`config.mk`:
```
export PLATFORM = sky130hd
export DESIGN_NAME = nor_cmd_decoder
export DESIGN_NICKNAME = d
export VERILOG_FILES = /design/src/rtl/nor_pkg.sv /design/src/rtl/nor_cmd_decoder.sv
export SDC_FILE = /design/constraint.sdc
export NUM_CORES = 1
export LEC_CHECK = 0
export BUFFER_PORTS_ARGS = -buffer_cell sky130_fd_sc_hd__buf_4
export CORE_MARGIN = 5
export CORE_UTILIZATION = 24
export DETAILED_ROUTE_END_ITERATION = 16
export GPL_TIMING_DRIVEN = 1
export PLACE_DENSITY = 0.57
export SYNTH_ARGS = -nofsm -noshare
export SYNTH_HDL_FRONTEND = slang
export SYNTH_SLANG_ARGS = --single-unit
```
`constraint.sdc`:
```
create_clock -name clk -period 1.9 [get_ports clk]
set_clock_uncertainty 0.2 [all_clocks]
set_input_delay 0.19 -clock clk [delete_from_list [all_inputs] [get_ports clk]]
set_output_delay 0.19 -clock clk [all_outputs]
set_load 0.03 [all_outputs]
```
`src/rtl/nor_pkg.sv`:
```
package nor_pkg;

   typedef enum logic [3:0] {
      ST_ARRAY,
      ST_UL1,
      ST_UL2,
      ST_ER1,
      ST_ER2,
      ST_ER3,
      ST_PROG,
      ST_ID,
      ST_CFI,
      ST_BYP,
      ST_BYP_PROG
   } cmd_st_e;

   typedef enum logic [1:0] {
      MD_ARRAY,
      MD_ID,
      MD_CFI
   } rd_mode_e;

   localparam logic [7:0] C_KEY0     = 8'hAA;
   localparam logic [7:0] C_KEY1     = 8'h55;
   localparam logic [7:0] C_IDENT    = 8'h90;
   localparam logic [7:0] C_QUERY    = 8'h98;
   localparam logic [7:0] C_EXIT     = 8'hF0;
   localparam logic [7:0] C_WRITE    = 8'hA0;
   localparam logic [7:0] C_ERASE    = 8'h80;
   localparam logic [7:0] C_SECT     = 8'h30;
   localparam logic [7:0] C_CHIP     = 8'h10;
   localparam logic [7:0] C_BYP_IN   = 8'h20;
   localparam logic [7:0] C_BYP_OUT  = 8'h00;

   localparam logic [15:0] K_MAKER  = 16'h00BF;
   localparam logic [15:0] K_DEVICE = 16'h236D;

endpackage

```
`src/rtl/nor_cmd_decoder.sv`:
```
module nor_cmd_decoder #(
   parameter int ADDR_W = 16
) (
   input  logic                 clk,
   input  logic                 rst_n,
   input  logic                 wr_fire,
   input  logic [ADDR_W-1:0]    addr,
   input  logic [7:0]           cmd,
   output logic                 prog_go,
   output logic                 sect_go,
   output logic                 chip_go,
   output nor_pkg::rd_mode_e    mode
);
   import nor_pkg::*;

   localparam logic [ADDR_W-1:0] A_KEY0  = ADDR_W'(16'h5555);
   localparam logic [ADDR_W-1:0] A_KEY1  = ADDR_W'(16'h2AAA);
   localparam logic [ADDR_W-1:0] A_QUERY = ADDR_W'(16'h0055);

   cmd_st_e st_q, st_d;

   logic at_k0, at_k1;
   assign at_k0 = (addr == A_KEY0);
   assign at_k1 = (addr == A_KEY1);

   always_comb begin
      st_d    = st_q;
      prog_go = 1'b0;
      sect_go = 1'b0;
      chip_go = 1'b0;
      if (wr_fire) begin
         unique case (st_q)
            ST_ARRAY: begin
               if (cmd == C_KEY0 && at_k0)               st_d = ST_UL1;
               else if (cmd == C_QUERY && addr == A_QUERY) st_d = ST_CFI;
            end
            ST_UL1: st_d = (cmd == C_KEY1 && at_k1) ? ST_UL2 : ST_ARRAY;
            ST_UL2: begin
               st_d = ST_ARRAY;
               if (at_k0) begin
                  case (cmd)
                     C_IDENT:  st_d = ST_ID;
                     C_WRITE:  st_d = ST_PROG;
                     C_ERASE:  st_d = ST_ER1;
                     C_BYP_IN: st_d = ST_BYP;
                     default:  st_d = ST_ARRAY;
                  endcase
               end
            end
            ST_ER1: st_d = (cmd == C_KEY0 && at_k0) ? ST_ER2 : ST_ARRAY;
            ST_ER2: st_d = (cmd == C_KEY1 && at_k1) ? ST_ER3 : ST_ARRAY;
            ST_ER3: begin
               st_d = ST_ARRAY;
               if (cmd == C_SECT)              sect_go = 1'b1;
               else if (cmd == C_CHIP && at_k0) chip_go = 1'b1;
            end
            ST_PROG: begin
               prog_go = 1'b1;
               st_d    = ST_ARRAY;
            end
            ST_ID, ST_CFI: begin
               if (cmd == C_EXIT) st_d = ST_ARRAY;
            end
            ST_BYP: begin
               if (cmd == C_WRITE)        st_d = ST_BYP_PROG;
               else if (cmd == C_BYP_OUT) st_d = ST_ARRAY;
            end
            ST_BYP_PROG: begin
               prog_go = 1'b1;
               st_d    = ST_BYP;
            end
            default: st_d = ST_ARRAY;
         endcase
      end
   end

   always_ff @(posedge clk or negedge rst_n) begin
      if (!rst_n) st_q <= ST_ARRAY;
      else        st_q <= st_d;
   end

   always_comb begin
      case (st_q)
         ST_ID:   mode = MD_ID;
         ST_CFI:  mode = MD_CFI;
         default: mode = MD_ARRAY;
      endcase
   end

   // a bypass program returns to bypass mode, not read-array
   assert_byp_stays_R12: assert property (@(posedge clk) disable iff (!rst_n)
      (st_q == ST_BYP_PROG && wr_fire) |=> (st_q == ST_BYP));

   // a bad second prefix write always falls back to read-array
   assert_bad_key_R2: assert property (@(posedge clk) disable iff (!rst_n)
      (st_q == ST_UL1 && wr_fire && !at_k1) |=> (st_q == ST_ARRAY));

endmodule

```
==> key figures <==
Pwr
  • Gate power share: 0.347
  • P_leak: between 0.0005 and 0.0006 uW
  • Net Sw Power: 99.8 uW
  • Sw Share: 0.303
  • Pint: roughly 230 uW
  • Clock power share: 0.394
  • Total power: between 300 and 400 uW
  • Worst vdd ir: around 0.13 mV
  • Sequential Power Share: 0.259
  • Pwr Density: ~230 mW/mm^2

Drt
  • DRC: 0
  • Pre-Repair DR Iteration Count: 4
  • ANT nets after route: 0
  • Drt via density: roughly 5.5
  • Vias: between 1000 and 1500
  • DRT iter0 DRCs: 67
  • Post-Route WL: roughly 3100 um
  • Wire per inst: roughly 16 um

Hold path
  • Worst Hold Class: primary input to asynchronous set/reset pin

Synthesis
  • Mean Syn Cell Area: between 7 and 8 sq um
  • Post-synth EDFFs: 0
  • Synth unique cells: 40
  • Yosys Warn Count: 0
  • Synth Register Bits: 4
  • Synth Flop Type: dfrtp_1
  • Register area share after synthesis: 0.137
  • Gate Count Post-Synth: between 90 and 100
  • Synth Cell Area: around 730 sq um
  • Syn Nets: roughly 120
  • Async S/R FF share, synth: 1.00

Global route
  • GRT overflow: 0
  • Vias in the first global route: ~1100
  • Initial antenna violation count: 0
  • GRT met2 Usage: 0.262
  • Met1 Use GR: 0.179
  • GRT Util Overall: 0.147
  • GR peak layer: met2
  • Grt met3 use: 0.0188
  • Largest net degree at the start of global routing: 9
  • First-pass GRT wire length: approximately 4900 um

Critical path
  • CP cell instances: buf_6, or4_4, o32ai_4, o311ai_4, o21bai_4, mux2_4
  • CP Max Fanout: 5
  • Kind of critical path: primary input to flip-flop
  • Slowest-stage cell, CP: or4_4
  • Slowest cell delay on critical path: about 0.60 ns
  • Worst path required time: 1.82 ns
  • Crit start category: primary input
  • Critical Path AT: approximately 1.9 ns
  • Crit. End Element: flip-flop

STA
  • Max-slew violations: 0
  • RSZ-0062 raised after global routing: yes
  • Min Hold Slack: about 0.082 ns
  • Final period util: 1.02
  • Final worst setup slack: -0.0313 ns
  • Fin. Hold Viols: 0
  • Max-slew headroom: 0.769
  • Min Tclk post-route: just under 2 ns
  • Slew @ Worst Pin: around 0.35 ns
  • Fmax: just over 500 MHz
  • Final Setup Violations: 3

Floorplan
  • Die ar.: around 0.0042 sq mm
  • Ports: 32
  • Initial Utilization: 0.245
  • Row count: 20
  • Die width: roughly 65 um
  • Die Ht: approximately 65 um
  • Core box area: 0.00298 sq mm

Final layout
  • Filler cells: roughly 280
  • Top flop regs: st_q x4
  • Most frequent cells in the layout: buf_4, nand2_1, buf_6
  • Share of layout cells above drive strength 1: 0.578
  • Synth-to-Final Area Change: 93.5%
  • # diodes: 0
  • Max reg flops: 4
  • Largest Register: st_q
  • Final nets: between 150 and 200
  • Final Util: 0.475
  • Leading cell type in the layout, fill and taps excluded: buf_4
  • Fin cells: 194

Status
  • Run status: finished with violations
  • Failing checks: setup timing

CTS
  • CTS tree: yes
  • Clock tree buffer depth: 2
  • H-tree depth: 1
  • Clock sink count: 4
  • Worst-path clk slew: approximately 0.050 ns
  • Clock Latency Late Sink: roughly 0.26 ns
  • Root Buffer: clkbuf_4
  • Total CTS buffers: 3

Place
  • Port bufs: 31
  • GP Congestion: ~0.87
  • Dpl hpwl: around 2500 um
  • Cells after DPL: roughly 180
  • Place WS: -0.334 ns

Run
  • Max-Cap Viols: 0
[per-stage QoR]
step | cell area [sq um] | TNS [ns]
finish | 1410 | -0.0816
global route | 1410 | -0.278
CTS | 1350 | -0.0791
detailed placement | 1240 | -1.12
global placement | 1240 | -1.06
floorplan | 783 | -0.282
[worst max-delay path, delay by kind of cell]
family,cells,cell delay (ns)
AOI/OAI and AO/OA,3,0.67
and+or+nand+nor,1,0.60
muxes,1,0.30
buffers and inverters,1,0.09
[path summary, 6_finish.rpt]
path                                     start                  end  slack, ns  cells after the start
max                                     cmd[0]  st_q[0]$_DFFE_PN0P_      -0.03                      6
min                                      rst_n  st_q[2]$_DFFE_PN0P_       0.08                      2
max reg2reg                st_q[2]$_DFFE_PN0P_  st_q[0]$_DFFE_PN0P_      -0.02                      5
min reg2reg                st_q[2]$_DFFE_PN0P_  st_q[2]$_DFFE_PN0P_       0.46                      2
max in group asynchronous                rst_n  st_q[0]$_DFFE_PN0P_       1.29                      2
min in group clk                       wr_fire  st_q[1]$_DFFE_PN0P_       0.09                      4
[kinds of logic (layout without fill, tap and decap cells)]
family / Yosys count / after routing / synth area share
buffers and inverters: 7 / 74 / 0.0360
and+or+nand+nor: 60 / 60 / 0.507
AOI/OAI and AO/OA: 19 / 19 / 0.262
muxes: 2 / 2 / 0.0342
xor gates and xnor gates: 2 / 2 / 0.0240
DFF: 4 / 4 / 0.137
[power by group through the flow]
stage / sequential [uW] / combinational (uW) / clock (uW)
after floorplan: 86.8 / 31.3 / 0
after global placement: 86.7 / 102 / 0
after detailed placement: 86.7 / 104 / 0
after CTS: 85.4 / 109 / 132
after global routing: 85.4 / 124 / 135
final: 85.4 / 114 / 130
[final cells by class]
type | count | area (sq um) | share of cell area
Multi-Input combinational cell | 83 | 703 | 0.497
Timing Repair Buffer | 67 | 528 | 0.373
Sequential cell | 4 | 104 | 0.0735
Inverter | 3 | 11.3 | 0.00796
Tap cell | 33 | 41.3 | 0.0292
Clock buffer | 4 | 26.3 | 0.0186
[synthesized netlist by cell type (2+ instances only)]
master | instances | area share
nand2_1 | 15 | 0.077
nor2_1 | 6 | 0.031
clkbuf_1 | 4 | 0.021
dfrtp_1 | 4 | 0.14
nand3_1 | 4 | 0.027
nand4_1 | 4 | 0.034
nor3_1 | 4 | 0.027
nor4_1 | 4 | 0.034
nor4bb_1 | 4 | 0.055
and4b_1 | 3 | 0.041
inv_1 | 3 | 0.015
nor2b_1 | 3 | 0.026
or3_1 | 3 | 0.026
a31oi_1 | 2 | 0.017
a32oi_1 | 2 | 0.024
nor3b_1 | 2 | 0.021
o21ai_1 | 2 | 0.014
o31ai_1 | 2 | 0.021
xor2_1 | 2 | 0.024
[timing repair]
action                                  CTS  global route
setup buffers                             5             2
hold endpoints to repair                  4             0
pin swaps                                 3             5
endpoints found under the setup margin    3             7
hold buffers                              1             0
gates resized for setup                   8            14
gates cloned                              0             0
[layer usage]
layer	routed length (um)	up-vias
met5	0	-
met4	55	0
met3	227	4
met2	1550	43
met1	1240	517
li1	-	512
Power figures use the tool's default switching activity.
